[config.mk]
export PLATFORM = sky130hd
export DESIGN_NAME = bank_switch_ctrl
export DESIGN_NICKNAME = d
export VERILOG_FILES = /design/src/rtl/bsw_pkg.sv /design/src/rtl/bsw_decode.sv /design/src/rtl/bsw_prev_addr.sv /design/src/rtl/bsw_cfg_reg.sv /design/src/rtl/bank_switch_ctrl.sv
export SDC_FILE = /design/constraint.sdc
export NUM_CORES = 1
export LEC_CHECK = 0
export ABC_AREA = 1
export BUFFER_PORTS_ARGS = -buffer_cell sky130_fd_sc_hd__buf_2
export CAP_MARGIN = 20
export CORE_UTILIZATION = 43
export DETAILED_ROUTE_END_ITERATION = 8
export GPL_TIMING_DRIVEN = 0
export PLACE_DENSITY = 0.73
export SLEW_MARGIN = 20
export SYNTH_ARGS = -nofsm -noshare
export SYNTH_HDL_FRONTEND = slang
export SYNTH_SLANG_ARGS = --single-unit
[constraint.sdc]
create_clock -name clk -period 3.9 [get_ports clk]
set_clock_uncertainty 0.2 [all_clocks]
set_input_delay 0.39 -clock clk [delete_from_list [all_inputs] [get_ports clk]]
set_output_delay 0.39 -clock clk [all_outputs]
set_load 0.005 [all_outputs]
[src/rtl/bsw_pkg.sv]
// Shared types and decode helpers for the soft-switch bank controller.
// Assumes the switch selector is {address bit 3, address bits 1:0}.
package bsw_pkg;

    typedef struct packed {
        logic rom_rd;   // 1: read from ROM
        logic wr_on;    // 1: RAM writes allowed
        logic bank2;    // 1: bank 2 selected
    } bank_cfg_t;

    localparam bank_cfg_t CFG_RESET = '{rom_rd: 1'b1, wr_on: 1'b0, bank2: 1'b1};

    // Target configuration for a three-bit switch selector.
    function automatic bank_cfg_t switch_target(input logic [2:0] sel);
        bank_cfg_t t;
        t.bank2  = ~sel[2];
        t.wr_on  = sel[0];
        t.rom_rd = sel[0] ^ sel[1];
        return t;
    endfunction

    // Odd selectors arm writes and so require a repeated read.
    function automatic logic needs_repeat(input logic [2:0] sel);
        return sel[0];
    endfunction

endpackage

[src/rtl/bsw_decode.sv]
// Window decoder: flags addresses inside the switch window and extracts
// the switch selector, ignoring address bit 2.
// Assumes WIN_BASE is aligned to 2**WIN_BITS.
module bsw_decode #(
    parameter int ADDR_W = 16,
    parameter int WIN_BITS = 4,
    parameter logic [ADDR_W-1:0] WIN_BASE = 16'hC080
) (
    input  logic [ADDR_W-1:0] addr_i,
    output logic              in_win_o,
    output logic [2:0]        sel_o
);
    localparam int TAG_W = ADDR_W - WIN_BITS;

    logic [TAG_W-1:0] tag_ref;
    assign tag_ref = WIN_BASE[ADDR_W-1:WIN_BITS];

    // Window match on upper address bits, selector from low bits.
    always_comb begin
        in_win_o = (addr_i[ADDR_W-1:WIN_BITS] == tag_ref);
        sel_o    = {addr_i[3], addr_i[1:0]};
    end
endmodule

[src/rtl/bsw_prev_addr.sv]
// Holds the effective address of the last completed instruction.
// Assumes instr_done is a one-cycle pulse per instruction.
module bsw_prev_addr #(
    parameter int ADDR_W = 16,
    parameter logic [ADDR_W-1:0] RST_ADDR = '0
) (
    input  logic              clk,
    input  logic              rst_n,
    input  logic              load_i,
    input  logic [ADDR_W-1:0] addr_i,
    output logic [ADDR_W-1:0] prev_o
);
    // Latch the finished instruction's effective address.
    always_ff @(posedge clk) begin
        if (!rst_n)
            prev_o <= RST_ADDR;
        else if (load_i)
            prev_o <= addr_i;
    end
endmodule

[src/rtl/bsw_cfg_reg.sv]
// Bank-configuration register: applies a decoded switch read, honouring
// the repeated-read guard on write-arming switches.
// Assumes take_i is already qualified by window hit and read-not-write.
module bsw_cfg_reg
    import bsw_pkg::*;
(
    input  logic      clk,
    input  logic      rst_n,
    input  logic      take_i,
    input  logic [2:0] sel_i,
    input  logic      repeat_ok_i,
    output bank_cfg_t cfg_o
);
    logic apply;

    // Decide whether this read is allowed to change the configuration.
    always_comb begin
        apply = take_i && (!needs_repeat(sel_i) || repeat_ok_i);
    end

    // Update the configuration register.
    always_ff @(posedge clk) begin
        if (!rst_n)
            cfg_o <= CFG_RESET;
        else if (apply)
            cfg_o <= switch_target(sel_i);
    end
endmodule

[src/rtl/bank_switch_ctrl.sv]
// Soft-switch memory bank controller top. Decodes reads of the switch
// window, guards write-arming switches with a repeated-read check against
// the previous instruction's effective address, and drives the bank flags.
// Assumes inputs are synchronous to clk and strobes are single-cycle.
module bank_switch_ctrl
    import bsw_pkg::*;
#(
    parameter int ADDR_W = 16,
    parameter int DATA_W = 8,
    parameter int WIN_BITS = 4,
    parameter logic [ADDR_W-1:0] WIN_BASE = 16'hC080
) (
    input  logic              clk,
    input  logic              rst_n,
    input  logic [ADDR_W-1:0] bus_addr,
    input  logic              rd_en,
    input  logic              wr_en,
    input  logic              instr_done,
    input  logic [ADDR_W-1:0] instr_eff_addr,
    output logic              rom_read,
    output logic              ram_wr_en,
    output logic              bank2_sel,
    output logic              sw_hit,
    output logic [DATA_W-1:0] rd_data
);
    logic              in_win;
    logic [2:0]        sel;
    logic [ADDR_W-1:0] prev_q;
    logic              repeat_ok;
    bank_cfg_t         cfg_q;

    bsw_decode #(
        .ADDR_W  (ADDR_W),
        .WIN_BITS(WIN_BITS),
        .WIN_BASE(WIN_BASE)
    ) u_dec (
        .addr_i  (bus_addr),
        .in_win_o(in_win),
        .sel_o   (sel)
    );

    bsw_prev_addr #(
        .ADDR_W  (ADDR_W),
        .RST_ADDR('0)
    ) u_prev (
        .clk   (clk),
        .rst_n (rst_n),
        .load_i(instr_done),
        .addr_i(instr_eff_addr),
        .prev_o(prev_q)
    );

    // Qualify the access and compare against the held address.
    always_comb begin
        sw_hit    = rd_en && !wr_en && in_win;
        repeat_ok = (prev_q == bus_addr);
    end

    bsw_cfg_reg u_cfg (
        .clk        (clk),
        .rst_n      (rst_n),
        .take_i     (sw_hit),
        .sel_i      (sel),
        .repeat_ok_i(repeat_ok),
        .cfg_o      (cfg_q)
    );

    // Drive flag outputs and the zero read byte.
    always_comb begin
        rom_read  = cfg_q.rom_rd;
        ram_wr_en = cfg_q.wr_on;
        bank2_sel = cfg_q.bank2;
        rd_data   = '0;
    end
endmodule

==> results.tsv, run 1 <==
stage	metric	value	unit
cts	cts.sinks	19	
power	vdd_drop_max	0.1882	mV
power	pwr-share-seq	0.525	
power	portion_of_total_power_attributed_to_the_clock_network	0.250	
power	net_sw_power	0.0001172	W
grt	number_of_global_route_vias_before_repair	941	
power	total_power_density_per_cell_area	278.9	nW/um^2
grt	gr-usage-all-layers	0.1849	
cts	cts_root_buf	clkbuf_4	
synthesis	synth.yosys.warnings	0	
synthesis	post-synth-top-area-cell	dfxtp_1	
timing	period_minus_slack	1.710	ns
routing	routed_wl	2.466	mm
floorplan	initial_utilization	0.4605	
floorplan	floorplan.die.height	53.74	um
synthesis	seq_area_frac_synth	0.3304	
timing	final.setup.tns	0	ns
floorplan	placeable_core_area	2500	sq um
grt	grt_remaining_overflow	0	
timing	final.setup.worst_slack	2.190	ns
placement	port_buf_inserts	40	
synthesis	post_synth_top_area_share	0.3304	
final_layout	drive_above_1_share	0.2186	
floorplan	die-area	2888	sq um
grt	antenna_found_initial	0	
routing	detail-route-antenna-nets	0	
synthesis	synth.top_cells.by_area	dfxtp_1 33%, nand2_1 20%, inv_1 11%, nor2_1 7.5%, a21oi_1 7.0%	
cts	cts_htree_levels	1	
final_layout	area.growth.synth_to_final	25.22	%
final_layout	count_of_nets_after_finishing	285	
routing	via_per_inst	4.332	
setup_path	cp.required	3.31	ns
setup_path	crit_path_frequent_cell	buf_2	
worst_hold_path	worstHoldPathType	input port to flip-flop	
floorplan	row_count	18	
cts	insertion_delay	0.30	ns
routing	detail_route.iter0.violations	24	
setup_path	critPathSlowestCell	nand4_1	
power	internal_power	0.0002848	W
power	switching_share	0.2916	
routing	drt_drc_violations_left	0	
final_layout	mostFrequentLayoutCell	nand2_1	
synthesis	netlist_instances	196	
power	total_leakage_power	0.8025	nW
cts	cts.repair.resized	0	
setup_path	setup.worst_path.start_class	input port	
placement	place_hpwl	1.986	mm
cts	ctsLongestPathBuffers	2	
synthesis	synth_area_per_cell	5.873	sq um
placement	dpl_worst_slack	2.195	ns
setup_path	timing.critical_path.cells	buf_2 -> nor2_1 -> nand4_1 -> nor2_4 -> buf_2	
cts	cts_post_setup_buffers_inserted	0	
power	total_power	0.0004020	W
timing	rsz0062_at_grt	false	
final_layout	most-common-layout-cells	60 x nand2_1, 41 x buf_2, 33 x inv_1	
outcome	run_status	completed	
synthesis	yosys.cell_types.count	16	
cts	number_of_hold_buffers_added_after_cts	0	
routing	drt-pass1-iter-count	5	
floorplan	die-width	53.74	um
cts	post_cts_clock_slew_at_the_launch_and_capture_registers_of_the_worst_setup_and_hold_paths	0.10	ns
timing	timing.fmax	0.5848	GHz
synthesis	synth_area	1151	sq um
setup_path	criticalPathCategory	input port to output port	
setup_path	crit_fanout	3	
flow_run	max-cap-violations	0	
timing	final_hold_slack	0.1205	ns
routing	routed_len_inst	8.903	um
timing	hold_viol_final	0	
floorplan	io-pin-count	49	
grt	global_route_wire_length_before_repair	3.850	mm
timing	final_min_period_over_clock_period	0.4385	
placement	post-place-cells	273	
timing	finalSetupViolCount	0	
cts	tritoncts	built	
final_layout	fin_cells	277	
grt	pin_count_of_the_biggest_net_entering_global_routing	11	
synthesis	yosys_register_bits	19	
routing	route.vias.total	1200	
placement	gpl.final_weighted_congestion	0.7838	
setup_path	critical_path_at	1.12	ns
setup_path	worst_path_max_stage_delay	0.17	ns
cts	cts_made_buffers	3	
final_layout	filler_cell_count	274	
final_layout	antenna_cells_inserted	0	
timing	report.final.slew_viol_count	0	
power	combinationalPowerShare	0.225	
setup_path	crit_path_end_kind	output port	
-- synthesized netlist by cell type --
master / instances
a21oi_1: 16
buf_2: 1
buf_4: 8
clkbuf_1: 3
conb_1: 1
dfxtp_1: 19
inv_1: 33
inv_2: 1
nand2_1: 60
nand3_1: 7
nand4_1: 2
nor2_1: 23
nor2_4: 1
nor3_1: 3
o21ai_0: 16
xor2_1: 2
-- worst max-delay path, delay by kind of cell --
kind,cells,cell delay [ns]
buffers and inverters,2,0.24
and+or+nand+nor,3,0.49
-- layout make-up --
| cell class | count | area (sq um) | area share |
|---|---|---|---|
| multi-input cells | 138 | 593.1 | 0.4115 |
| flip-flops and latches | 19 | 380.4 | 0.2639 |
| repair buffers | 40 | 200.2 | 0.1389 |
| inverters | 34 | 127.6 | 0.08854 |
| plain buffers | 12 | 76.32 | 0.05295 |
| well taps | 30 | 37.54 | 0.02604 |
| clock buffers | 4 | 26.28 | 0.01823 |
-- final timing paths --
kind	startpoint	end	slack [ns]	cells after the start
worst max-delay path	bus_addr[11]	sw_hit	2.19	5
worst min-delay path	instr_eff_addr[3]	u_prev.prev_o[3]$_SDFFE_PN0P_	0.12	3
worst max register to register	u_prev.prev_o[2]$_SDFFE_PN0P_	u_cfg.cfg_o[0]$_SDFFE_PN1P_	2.50	9
worst min register to register	u_cfg.cfg_o[1]$_SDFFE_PN0P_	u_cfg.cfg_o[1]$_SDFFE_PN0P_	0.25	2
-- cell families after synthesis --
| family | after synthesis | share of synthesized area |
|---|---|---|
| flops | 19 | 0.3304 |
| simple gates | 96 | 0.3348 |
| other cells | 1 | 0.003258 |
| compound gates | 32 | 0.1391 |
| xor+xnor | 2 | 0.01522 |
| buf+inv | 46 | 0.1772 |
-- flip-flops by register name, indices dropped and copies added (netlist names) --
signal         cells
u_cfg.cfg_o        3
u_prev.prev_o     16
-- metrics by stage --
step	instance area (sq um)	util
2_1_floorplan	1177	-
3_3_place_gp	1415	0.5661
3_5_place_dp	1415	0.5661
4_1_cts	1441	0.5766
5_1_grt	1441	0.5766
6_report	1441	0.5766
-- power groups by stage --
stage / logic [W] / clock network, W / registers [W]
global placement: 0.0000888 / 0 / 0.000215
floorplan: 0.0000577 / 0 / 0.000214
detailed placement: 0.0000902 / 0 / 0.000215
finish: 0.0000905 / 0.000101 / 0.000211
global route: 0.000105 / 0.000109 / 0.000212
CTS: 0.0000906 / 0.000105 / 0.000211
-- routing by layer --
layer / share of wire / track usage
met4: 0.0085 / 0.09649
met3: 0.048 / 0.01977
met1: 0.49 / 0.2415
met2: 0.45 / 0.2963
met5: 0 / 0
Note: power is estimated with default switching activity, not from simulation.
==> run 2: changes to the inputs <==
Settings changed: ABC_AREA 1 to 0, PLACE_DENSITY 0.73 to 0.74.
Clock period 3.9 ns to 1.75 ns, I/O delays scaled along.
==> run 2 against run 1 <==
  * Hold slack worse by 0.089 ns
  * Final cell count is 27% lower
  * Clock power is 120% higher
  * Utilization is 9.7 points higher
  * Sequential power is 120% higher
  * Sequential share of layout area is 1.4 points lower
  * Global-route usage is 0.42 points higher
  * Sequential cell count stayed put
  * Worst setup slack worse by 2.1 ns
  * Critical path type is now flip-flop to flip-flop
  * Critical endpoint is now u_cfg.cfg_o[2]$_SDFFE_PN1P_
  * Highest routed layer unchanged
==> results.tsv, run 2 <==
stage	metric	value	unit
routing	drt-pass1-iter-count	4	
placement	post-place-cells	181	
timing	hold_viol_final	0	
synthesis	post-synth-top-area-cell	dfxtp_1	
cts	cts_htree_levels	1	
grt	pin_count_of_the_biggest_net_entering_global_routing	12	
timing	final_min_period_over_clock_period	0.9563	
grt	global_route_wire_length_before_repair	3.753	mm
floorplan	die-width	51.76	um
setup_path	setup.worst_path.start_class	flip-flop	
final_layout	drive_above_1_share	0.3757	
synthesis	synth.yosys.warnings	0	
routing	detail_route.iter0.violations	6	
routing	via_per_inst	4.677	
cts	insertion_delay	0.30	ns
setup_path	setup_slack_of_the_most_critical_reg_to_reg_path	0.08	ns
synthesis	yosys-top-cells-count	19 x dfxtp_1, 16 x mux2i_1, 16 x nor2b_1, 16 x xor2_1, 8 x buf_4	
synthesis	post_synth_mux_area_share	0.1504	
cts	cts_made_buffers	3	
setup_path	rr_worst_depth	5	
grt	grt_remaining_overflow	0	
timing	finalSetupViolCount	0	
final_layout	count_of_nets_after_finishing	211	
synthesis	post_synth_top_area_share	0.3572	
flow_run	max-cap-violations	0	
grt	gr-usage-all-layers	0.1891	
synthesis	synth_area_per_cell	9.951	sq um
placement	place_hpwl	1.743	mm
cts	ctsLongestPathBuffers	2	
synthesis	postSynth.asyncResetShare	0	
timing	timing.fmax	0.5975	GHz
synthesis	most_frequent_cell_after_synthesis	dfxtp_1	
timing	period_minus_slack	1.674	ns
routing	route.vias.total	940	
setup_path	crit_path_end_kind	flip-flop	
worst_hold_path	worstHoldPathType	input port to flip-flop	
power	vdd_drop_max	0.4295	mV
synthesis	yosys.cell_types.count	26	
setup_path	crit_fanout	5	
synthesis	synth-simple-area-share	0.2350	
cts	cts_root_buf	clkbuf_4	
setup_path	r2r-start	u_prev.prev_o[15]$_SDFFE_PN0P_	
cts	post_cts_clock_slew_at_the_launch_and_capture_registers_of_the_worst_setup_and_hold_paths	0.11	ns
setup_path	crit_path_start	u_prev.prev_o[15]$_SDFFE_PN0P_	
synthesis	synth_xor_xnor_area_share	0.1316	
worst_hold_path	hp-start	bus_addr[0]	
setup_path	criticalPathCategory	flip-flop to flip-flop	
final_layout	antenna_cells_inserted	0	
routing	detail-route-antenna-nets	0	
synthesis	seq_area_frac_synth	0.3572	
floorplan	floorplan.die.height	51.76	um
synthesis	synth_top_family_by_area	simple AND/OR/NAND/NOR gates	
floorplan	die-area	2679	sq um
final_layout	registers.top_by_ff_count	u_prev.prev_o	
setup_path	cp.required	1.73	ns
setup_path	r2r_end	u_cfg.cfg_o[2]$_SDFFE_PN1P_	
floorplan	placeable_core_area	2276	sq um
outcome	run_status	completed	
grt	number_of_global_route_vias_before_repair	887	
placement	port_buf_inserts	39	
synthesis	synth.top_cells.by_area	dfxtp_1 36%, mux2i_1 15%, xor2_1 13%, nor2b_1 9.4%, buf_4 5.6%	
synthesis	synth_enable_flop_cells	0	
timing	report.final.slew_viol_count	0	
final_layout	largest_reg_flops	16	
routing	routed_len_inst	11.62	um
floorplan	initial_utilization	0.4678	
worst_hold_path	worst_hold_path.num_cells	3	
timing	rsz0062_at_grt	true	
synthesis	synthAdderAreaFrac	0	
setup_path	critical_path_at	1.65	ns
routing	routed_wl	2.336	mm
final_layout	area.growth.synth_to_final	44.07	%
cts	tritoncts	built	
final_layout	layout_top_registers	u_prev.prev_o: 16 flops, u_cfg.cfg_o: 3 flops	
synthesis	synth_compound_area_frac	0.04113	
power	total_power	0.0008951	W
final_layout	most-common-layout-cells	42 x buf_2, 17 x dfxtp_1, 16 x mux2i_1, 16 x nor2b_1, 16 x dlygate4sd3_1	
synthesis	netlist_instances	107	
floorplan	row_count	17	
final_layout	fin_cells	201	
cts	cts.sinks	19	
floorplan	io-pin-count	49	
power	total_power_density_per_cell_area	583.5	nW/um^2
grt	antenna_found_initial	0	
placement	gpl.final_weighted_congestion	0.7516	
power	total_leakage_power	0.7395	nW
worst_hold_path	hold-path-endpoint	u_cfg.cfg_o[0]$_SDFFE_PN1P_	
final_layout	mostFrequentLayoutCell	buf_2	
synthesis	synth_top_flop_cell	dfxtp_1	
synthesis	yosys_register_bits	19	
synthesis	synth_area	1065	sq um
routing	drt_drc_violations_left	0	
-- run 2: cell count changes after synthesis, moves of 5 or more --
cell,change
xor2_1,+14
o21ai_0,-16
mux2i_1,+16
inv_1,-32
a21oi_1,-15
nor2_1,-18
nand3_1,-5
nor2b_1,+16
nand2_1,-58
-- run 2: repair_timing --
action	4_1_cts	5_1_grt
endpoints found under the setup margin	0	3
hold buffers	16	0
setup buffers	0	0
gates resized for setup	0	6
hold endpoints to repair	16	0
-- run 2: power by group --
group | leakage [nW] | internal [W] | switching, W
clock | 0.0177 | 0.0000852 | 0.000136
combinational | 0.565 | 0.000117 | 0.0000877
sequential | 0.157 | 0.000455 | 0.0000148
total | 0.740 | 0.000657 | 0.000238
-- run 2: metal layers --
layer	routed length [um]	track usage	vias to the layer above
met5	0	0	-
met4	21	0.06757	0
met3	97	0.02632	4
met2	1128	0.3182	33
met1	1088	0.2442	423
li1	-	-	480
-- run 2: through the flow --
step                utilization  hold slack (ns)  area, sq um  setup TNS (ns)  setup slack (ns)
floorplan                     -           0.1445         1091               0            0.1981
global placement         0.5805           0.2358         1321               0           0.04443
detailed placement       0.5805           0.2448         1321               0           0.01535
CTS                      0.6630          0.03692         1509               0           0.03690
global route             0.6740          0.03320         1534        -0.05480          -0.03509
finish                   0.6740          0.03141         1534               0           0.07639
-- run 2: area by class of cell --
cell class                      instances  area [sq um]
Inverter                                1         3.754
Timing Repair Buffer                   55         355.3
Multi-Input combinational cell         81         646.9
Tap cell                               28         35.03
Buffer                                 13         82.58
Fill cell                             195         742.0
Sequential cell                        19         382.9
Clock inverter                          1         5.005
Clock buffer                            3         22.52
-- run 2: logic make-up after synthesis --
kind of cell | after synthesis
compound gates | 5
mux | 16
simple gates | 36
flops | 19
other cells | 1
buf+inv | 14
xor+xnor | 16
-- run 2: worst max-delay path by stage --
stage	end	slack [ns]	cells after the start
CTS	u_cfg.cfg_o[2]$_SDFFE_PN1P_	0.04	5
floorplan	u_cfg.cfg_o[2]$_SDFFE_PN1P_	0.20	5
global route	u_cfg.cfg_o[1]$_SDFFE_PN0P_	-0.04	5
finish	u_cfg.cfg_o[2]$_SDFFE_PN1P_	0.08	5
global placement	u_cfg.cfg_o[2]$_SDFFE_PN1P_	0.04	5
detailed placement	u_cfg.cfg_o[2]$_SDFFE_PN1P_	0.02	7
-- run 2: critical path: stages (launching register included) --
cell and delay [ns]:
dfxtp_2 0.35, xor2_2 0.15, nor4_2 0.34, nand4_2 0.24, nor3_2 0.23, a221oi_2 0.04
